## src/rtl/e1_bfa_pkg.sv

```systemverilog
package e1_bfa_pkg;
  typedef enum logic {ST_LOST = 1'b0, ST_LOCK = 1'b1} bfa_state_e;
  localparam int unsigned BYTE_W = 8;
  localparam int unsigned BIT2_IDX = 6;  // bit 2 counted from MSB as bit 1
endpackage

```

## src/rtl/bfa_bit_tap.sv

```systemverilog
module bfa_bit_tap #(
  parameter int unsigned BYTE_W  = 8,
  parameter int unsigned BIT_IDX = 6
) (
  input  logic              vld_i,
  input  logic [BYTE_W-1:0] byte_i,
  output logic              step_o,
  output logic              bit_o
);
  assign step_o = vld_i;
  assign bit_o  = byte_i[BIT_IDX];
endmodule

```

## src/rtl/bfa_search.sv

```systemverilog
module bfa_search #(
  parameter int unsigned PAIRS = 1
) (
  input  logic clk_i,
  input  logic rst_ni,
  input  logic hold_i,
  input  logic step_i,
  input  logic bit_i,
  output logic found_o
);
  localparam int unsigned RUN = 2 * PAIRS;
  localparam int unsigned CW  = $clog2(RUN + 1);

  logic [CW-1:0] cnt_q, cnt_d;
  logic          want_zero;

  assign want_zero = cnt_q[0];

  always_comb begin
    cnt_d   = cnt_q;
    found_o = 1'b0;
    if (hold_i) begin
      cnt_d = '0;
    end else if (step_i) begin
      if (!want_zero) begin
        cnt_d = bit_i ? cnt_q + CW'(1) : '0;
      end else if (!bit_i) begin
        if (cnt_q + CW'(1) == CW'(RUN)) begin
          found_o = 1'b1;
          cnt_d   = '0;
        end else begin
          cnt_d = cnt_q + CW'(1);
        end
      end else begin
        cnt_d = CW'(1);  // a repeated 1 may open a fresh pair
      end
    end
  end

  always_ff @(posedge clk_i or negedge rst_ni) begin
    if (!rst_ni) cnt_q <= '0;
    else         cnt_q <= cnt_d;
  end
endmodule

```

## src/rtl/bfa_track.sv

```systemverilog
module bfa_track
  import e1_bfa_pkg::*;
(
  input  logic clk_i,
  input  logic rst_ni,
  input  logic step_i,
  input  logic bit_i,
  input  logic found_i,
  output logic lost_o,
  output logic fas_o,
  output logic loss_ev_o,
  output logic regain_ev_o
);
  bfa_state_e state_q;
  logic       fas_q;

  // after a FAS-feeding frame the next must carry bit 2 = 1, and vice versa
  assign loss_ev_o   = step_i && (state_q == ST_LOCK) && (bit_i != fas_q);
  assign regain_ev_o = (state_q == ST_LOST) && found_i;

  always_ff @(posedge clk_i or negedge rst_ni) begin
    if (!rst_ni) begin
      state_q <= ST_LOST;
      fas_q   <= 1'b0;
    end else if (loss_ev_o) begin
      state_q <= ST_LOST;
      fas_q   <= 1'b0;
    end else if (regain_ev_o) begin
      state_q <= ST_LOCK;
      fas_q   <= 1'b1;
    end else if (step_i && state_q == ST_LOCK) begin
      fas_q   <= ~fas_q;
    end
  end

  assign lost_o = (state_q == ST_LOST);
  assign fas_o  = fas_q;
endmodule

```

## src/rtl/bfa_sticky.sv

```systemverilog
module bfa_sticky (
  input  logic clk_i,
  input  logic rst_ni,
  input  logic set_i,
  input  logic clr_i,
  output logic flag_o
);
  always_ff @(posedge clk_i or negedge rst_ni) begin
    if (!rst_ni)    flag_o <= 1'b0;
    else if (set_i) flag_o <= 1'b1;
    else if (clr_i) flag_o <= 1'b0;
  end
endmodule

```

## src/rtl/e1_biframe_mon.sv

```systemverilog
module e1_biframe_mon #(
  parameter int unsigned BYTE_W        = e1_bfa_pkg::BYTE_W,
  parameter int unsigned BIT_IDX       = e1_bfa_pkg::BIT2_IDX,
  parameter int unsigned CONFIRM_PAIRS = 1
) (
  input  logic              clk_i,
  input  logic              rst_ni,
  input  logic              ts0_vld_i,
  input  logic [BYTE_W-1:0] ts0_byte_i,
  input  logic              sys_si_src_i,
  input  logic              clr_loss_i,
  input  logic              clr_regain_i,
  output logic              lost_o,
  output logic              loss_flag_o,
  output logic              regain_flag_o,
  output logic              fas_frame_o,
  output logic              corrupt_o
);
  logic step, bit2, found, lost, loss_ev, regain_ev;

  bfa_bit_tap #(.BYTE_W(BYTE_W), .BIT_IDX(BIT_IDX)) u_tap (
    .vld_i(ts0_vld_i), .byte_i(ts0_byte_i), .step_o(step), .bit_o(bit2)
  );

  bfa_search #(.PAIRS(CONFIRM_PAIRS)) u_search (
    .clk_i(clk_i), .rst_ni(rst_ni), .hold_i(!lost), .step_i(step),
    .bit_i(bit2), .found_o(found)
  );

  bfa_track u_track (
    .clk_i(clk_i), .rst_ni(rst_ni), .step_i(step), .bit_i(bit2),
    .found_i(found), .lost_o(lost), .fas_o(fas_frame_o),
    .loss_ev_o(loss_ev), .regain_ev_o(regain_ev)
  );

  bfa_sticky u_loss_flag (
    .clk_i(clk_i), .rst_ni(rst_ni), .set_i(loss_ev), .clr_i(clr_loss_i),
    .flag_o(loss_flag_o)
  );

  bfa_sticky u_regain_flag (
    .clk_i(clk_i), .rst_ni(rst_ni), .set_i(regain_ev), .clr_i(clr_regain_i),
    .flag_o(regain_flag_o)
  );

  assign lost_o    = lost;
  assign corrupt_o = lost && sys_si_src_i;
endmodule

```

## config.mk

```make
export PLATFORM = sky130hd
export DESIGN_NAME = e1_biframe_mon
export DESIGN_NICKNAME = d
export VERILOG_FILES = /design/src/rtl/e1_bfa_pkg.sv /design/src/rtl/bfa_bit_tap.sv /design/src/rtl/bfa_search.sv /design/src/rtl/bfa_track.sv /design/src/rtl/bfa_sticky.sv /design/src/rtl/e1_biframe_mon.sv
export SDC_FILE = /design/constraint.sdc
export NUM_CORES = 1
export LEC_CHECK = 0
export BUFFER_PORTS_ARGS = -buffer_cell sky130_fd_sc_hd__buf_2
export CAP_MARGIN = 20
export CORE_AREA = 2 2 39 41
export DETAILED_ROUTE_END_ITERATION = 8
export DIE_AREA = 0 0 41 43
export PLACE_DENSITY = 0.53
export SYNTH_ARGS = -nofsm -noshare
export SYNTH_HDL_FRONTEND = slang
export SYNTH_SLANG_ARGS = --single-unit
```

## constraint.sdc

```tcl
create_clock -name clk_i -period 1.6 [get_ports clk_i]
set_input_delay 0.08 -clock clk_i [delete_from_list [all_inputs] [get_ports clk_i]]
set_output_delay 0.08 -clock clk_i [all_outputs]
set_load 0.05 [all_outputs]
```

==> results of run 1 <==
## final timing paths
kind | from | endpoint | slack (ps)
max | u_search.cnt_q[0] | u_search.cnt_q[1] | 320
min | clr_regain_i | u_regain_flag.flag_o | 20
max reg2reg | u_search.cnt_q[0] | u_search.cnt_q[1] | 320
min reg2reg | u_track.state_q | u_search.cnt_q[1] | 510
max in group asynchronous | rst_ni | u_track.state_q | 1250
min in group asynchronous | rst_ni | u_loss_flag.flag_o | 200
## power by group
part / internal (mW) / total (mW) / switching (mW) / leakage [nW]
sequential: 0.203 / 0.259 / 0.0560 / 0.0775
clock: 0.0850 / 0.142 / 0.0565 / 0.0138
combinational: 0.106 / 0.330 / 0.224 / 0.124
## cells in the final DEF (no fill, tap or decap), drive strengths merged
cell	count
dlygate4sd3	1
mux2i	2
clkbuf	3
a21oi	1
inv	5
o22ai	1
o21ai	2
nor3b	1
nand4	1
xnor2	1
nor2	3
a211oi	1
buf	11
nor2b	3
dfrtp	6
nand2	2
ha	2
## cell usage after synthesis, drive strengths merged
cell	number	area (um^2)
o22ai	1	6.260
nor2b	3	18.77
mux2i	2	20.02
nor2	3	11.26
xnor2	1	8.760
nor3b	1	12.51
inv	5	18.77
nand4	1	6.260
a211oi	1	12.51
dfrtp	6	150.1
a21oi	1	5.000
ha	2	25.02
nand2	2	7.510
o21ai	2	10.01
## per-stage QoR
stage / utilization, % / std cells
floorplan: - / 31
global placement: 28.03 / 58
detailed placement: 28.03 / 58
CTS: 30.38 / 62
global route: 30.38 / 62
finish: 30.38 / 62
## sequential cells by signal (all words and copies together), names as in the netlist
signal / flops
u_loss_flag.flag_o: 1
u_search.cnt_q: 2
u_track.fas_o: 1
u_track.state_q: 1
u_regain_flag.flag_o: 1
## timing repair
action | in CTS | in global routing
hold endpoints to repair | 6 | 0
hold buffers | 1 | 0
setup endpoints to repair | 0 | 0
## kinds of logic after synthesis
logic type               Yosys count  share of synthesized area, %
AO/OA/AOI/OAI                      5                         10.80
XOR/XNOR                           1                         2.801
adder cells (fa/ha/maj)            2                         7.999
buffers and inverters              5                         6.001
flip-flops                         6                         48.00
multiplexers                       2                         6.400
AND/OR/NAND/NOR                   10                         18.00
## routing by layer
metal / track usage [%] / vias to the layer above / share of wire (%) / routed length, um
li1: - / 134 / - / -
met1: 13.20 / 121 / 45 / 267
met2: 12.81 / 7 / 52 / 307
met3: 1.571 / 0 / 3.2 / 19
met4: 6.000 / 0 / 0 / 0
met5: 0 / - / 0 / 0
## area by class of cell
cell class,instances,area [um^2],share of cell area [%]
multi-input cells,20,143.9,34.23
clock buffers,3,22.52,5.357
repair buffers,12,65.06,15.48
inverters,5,18.77,4.464
flip-flops and latches,6,150.1,35.71
well taps,16,20.02,4.762
==> summary.txt, run 1 <==
Status
  – Status: complete, no violations

Placed design
  – IO buf count: 11
  – Pre-CTS setup slack: 317.5 ps
  – Placer Congestion: 0.7599
  – Area after DPL: 387.9 um^2

STA
  – Max Fclk: ~0.78 GHz
  – Worst Tran Pin Value: roughly 250 ps
  – RSZ-0062 raised after global routing: no
  – Final period util: 80.17%
  – # setup viols final: 0
  – Max-slew violations: 0
  – Tmin final: between 1000 and 1500 ps
  – Final TNS setup: 0 ps
  – Hold slack final: between 20 and 25 ps
  – Final setup margin: approximately 320 ps
  – Relative slew slack: 83.48%
  – Clock Skew: 3.334 ps
  – Endpoints failing hold: 0

Floorplan
  – Rows: 14
  – Core Area: approximately 0.0014 mm^2
  – Initial Util: 22.60%
  – Die H: about 43 um
  – Io pins: 19
  – Total die area: approximately 0.0018 mm^2
  – Die width: between 40 and 50 um

CTS
  – Resized Gates After CTS: 0
  – Clk slew on worst S/H paths: 50 ps
  – Root Driver: clkbuf_4
  – Clock buffer depth: 2
  – CTS tree: yes
  – Post-CTS Setup Bufs: 0
  – Clock sink total: 6
  – CTS Buf Count: 3
  – Later-pin clock latency in the skew report: 240 ps
  – H-Tree Level Count: 1

Power
  – P_leak: approximately 0.22 nW
  – Worst IR drop on VDD: roughly 0.00075 V
  – Cell Pwr Density: about 1700 mW/mm^2
  – Tot Pwr: about 0.73 mW

Setup path
  – Crit path max fanout: 5
  – Reg2reg path depth: 5
  – Worst Path Required: around 1800 ps
  – Cell count along the critical path: 5
  – Critical-path cell list: inv_1 -> ha_1 -> nor3b_2 -> a21oi_1 -> a211oi_2
  – CP endpoint kind: flop
  – Critical path class: flop to flop
  – Crit-path slowest cell: dfrtp_1
  – Crit path max-delay family: flip-flops
  – Crit path DAT: approximately 1400 ps
  – WP buf/inv: 1
  – Crit path largest cell delay: approximately 420 ps
  – CP startpoint kind: flop

Final layout
  – Nets: 64
  – Final instance area: about 420 um^2
  – # fillers: 146
  – Antenna Diode Count: 0
  – Synth-to-Final Area Change: 34.40%
  – Layout cells sized above 1: a little over a third

Detailed routing
  – Remaining DRCs: 0
  – Final ANT Viol Nets: 0
  – DR iter-0 viols: 1
  – DR vias: 262
  – Avg Vias per Cell: 4.226
  – DRT Pass-1 Iters: 2
  – Routed wire per std cell: 9.581 um
  – Final wirelength: between 500 and 600 um

GRT
  – First-pass GRT wire length: between 1000 and 1500 um
  – GRT Overall Usage: 9.413%
  – Antenna violations before repair: 0
  – Vias in the first global route: ~260
  – GRT Residual Overflow: 0
  – Largest net degree at the start of global routing: 7

Synth
  – Yosys reg bits: 6
  – Gate Count Post-Synth: 31
  – Mapped cell area: about 310 um^2
  – Seq/Total Area, Yosys: 48.00%
  – Mean Syn Cell Area: around 10 um^2
  – Net count of the mapped netlist: between 40 and 50
  – Cell variety after synth: 14
  – YS warnings: 0

Run
  – Max cap viols: 0

Hold path
  – Hold Path Class: input port to flop
  – Hold path depth: 2
Power figures use the tool's default switching activity.
==> run 2: changes to the inputs <==
Settings changed: PLACE_DENSITY 0.53 to 0.55.
Clock period 1.6 ns to 1.1 ns, I/O delays scaled along.
==> summary.txt, run 2 (synthesized netlist as in run 1, its figures left out) <==
Status
  – Status: complete, but fails checks
  – Violated checks: setup timing

Setup path
  – CP startpoint kind: flop
  – Crit-path slowest cell: dfrtp_1
  – WP buf/inv: 1 (unchanged)
  – Flop-to-flop setup slack: -40 ps (-350 ps)
  – Critical path class: flop to flop
  – CP endpoint kind: flop
  – Crit path max fanout: 2 (-3)
  – Critical-path cell list: inv_1 -> ha_1 -> nor3b_2 -> a21oi_1 -> a211oi_2
  – Worst Path Required: 1260 ps (-500 ps)
  – Reg2reg path depth: 5 (unchanged)
  – R2r endpoint: u_search.cnt_q[1]
  – Crit path DAT: 1290 ps (-150 ps)
  – Crit path max-delay family: flip-flops
  – Crit path largest cell delay: 340 ps (-80 ps)
  – Reg-to-reg startpoint: u_search.cnt_q[0]

Detailed routing
  – Avg Vias per Cell: 4.130 (-2.3%)
  – DRT Pass-1 Iters: 2 (unchanged)
  – Final wirelength: 646 um (+8.8%)
  – Routed wire per std cell: 9.362 um (-2.3%)
  – DR iter-0 viols: 3 (+2)
  – Final ANT Viol Nets: 0 (unchanged)
  – Remaining DRCs: 0 (unchanged)
  – DR vias: 285 (+8.8%)

Final layout
  – Commonest non-fill, non-tap cell in the layout: buf_2
  – Largest Register: u_search.cnt_q
  – Synth-to-Final Area Change: 66.00%
  – Most frequent cells in the layout: buf_2, buf_4, dfrtp_1
  – Antenna Diode Count: 0 (unchanged)
  – Finished Core Util: 37.52% (+7.1 points)
  – Non-Filler Instances: 69 (+11%)
  – Nets: 70 (+9.4%)
  – Max reg flops: 2 (unchanged)
  – Layout cells sized above 1: 54.72% (+20 points)
  – Final instance area: 519.2 um^2 (+24%)

CTS
  – Clock sink total: 6 (unchanged)
  – Clk slew on worst S/H paths: 50 ps (about the same)
  – Later-pin clock latency in the skew report: 240 ps (about the same)
  – Clock buffer depth: 2 (unchanged)
  – Root Driver: clkbuf_4
  – CTS Buf Count: 3 (unchanged)
  – H-Tree Level Count: 1 (unchanged)
  – CTS tree: yes

GRT
  – GRT Residual Overflow: 0 (unchanged)
  – Vias in the first global route: 289 (+9.5%)
  – Largest net degree at the start of global routing: 7 (unchanged)
  – First-pass GRT wire length: 1076 um (-3.7%)
  – Antenna violations before repair: 0 (unchanged)
  – GRT Overall Usage: 9.726% (+0.31 points)

Floorplan
  – Io pins: 19 (unchanged)
  – Total die area: 0.001763 mm^2 (unchanged)
  – Rows: 14 (unchanged)
  – Die H: 43 um (unchanged)
  – Initial Util: 22.60% (unchanged)
  – Core Area: 0.001384 mm^2 (unchanged)
  – Die width: 41 um (unchanged)

Placed design
  – Dpl cells: 60 (+3.4%)
  – IO buf count: 11 (unchanged)
  – Placer Congestion: 0.6495 (-15%)
  – Post-DP HPWL: approximately 500 um
  – Area after DPL: 411.6 um^2 (+6.1%)

Run
  – Max cap viols: 0 (unchanged)

Power
  – Worst IR drop on VDD: 0.0008182 V (+9.2%)
  – Tot Pwr: 1.292 mW (+77%)
  – P_leak: 0.2543 nW (+18%)
  – Cell Pwr Density: 2488 mW/mm^2 (+43%)

STA
  – Final period util: 103.3% (+23 points)
  – Worst Tran Pin Value: 247.1 ps (-2.362 ps)
  – Relative slew slack: 83.64% (+0.16 points)
  – Tmin final: 1136 ps (-146.7 ps)
  – Final setup margin: -36.11 ps (-353.3 ps)
  – RSZ-0062 raised after global routing: yes
  – Max-slew violations: 0 (unchanged)
  – Clock Skew: 3.331 ps (-0.002970 ps)
  – Hold slack final: 10.30 ps (-10.88 ps)
  – Max Fclk: 0.8802 GHz (+13%)
  – # setup viols final: 1 (+1)
  – Endpoints failing hold: 0 (unchanged)

Hold path
  – Hold path depth: 2 (unchanged)
  – Hold Path End: u_loss_flag.flag_o
  – Hold Path Class: input port to flop
  – Hold Path Origin: clr_loss_i
## run 2: changes by cell type in the layout (fill, tap and decap cells not counted), sizes merged
cell | before | now
clkbuf | 3 | 4
dlygate4sd3 | 1 | 2
buf | 11 | 16
clkinvlp | 0 | 1
inv | 5 | 4
## run 2: area by class of cell
type / count / area, um^2
Clock buffer: 4 / 26.28
Fill cell: 149 / 864.6
Inverter: 5 / 25.02
Multi-Input combinational cell: 20 / 170.2
Sequential cell: 6 / 152.6
Tap cell: 16 / 20.02
Timing Repair Buffer: 18 / 125.1
## run 2: stage by stage
step                setup WS [ps]  TNS [ps]
floorplan                  -68.74    -68.74
global placement           -28.10    -28.10
detailed placement         -58.73    -68.63
CTS                        -55.81    -55.81
global route               -105.0    -122.1
finish                     -36.11    -36.11
## run 2: worst max path at each step
stage / from / to / slack [ps] / depth (start not counted)
2_1_floorplan: u_search.cnt_q[0] / u_search.cnt_q[1] / -70 / 5
3_3_place_gp: u_search.cnt_q[1] / u_search.cnt_q[1] / -30 / 4
3_5_place_dp: u_search.cnt_q[1] / u_search.cnt_q[1] / -60 / 4
4_1_cts: u_search.cnt_q[0] / u_search.cnt_q[1] / -60 / 5
5_1_grt: u_search.cnt_q[0] / u_search.cnt_q[1] / -100 / 5
6_report: u_search.cnt_q[0] / u_search.cnt_q[1] / -40 / 5
## run 2: metal layers
metal	vias up	global-route usage, %	share of wire, %	wire length (um)
li1	149	-	-	-
met1	127	9.603	45	292
met2	7	14.37	48	311
met3	2	3.141	5.0	32
met4	0	10.00	1.5	10
met5	-	0	0	0
## run 2: power breakdown
part | total, mW | internal [mW] | switching, mW
Clock | 0.217 | 0.137 | 0.0792
Combinational | 0.705 | 0.299 | 0.406
Sequential | 0.370 | 0.302 | 0.0680
## run 2: timing repair
action / 4_1_cts / 5_1_grt
setup endpoints to repair: 4 / 5
endpoints found under the hold margin: 7 / 0
setup buffers: 0 / 3
resized for setup: 3 / 10
pin swaps: 2 / 1
hold buffers: 2 / 0
cloned: 0 / 0
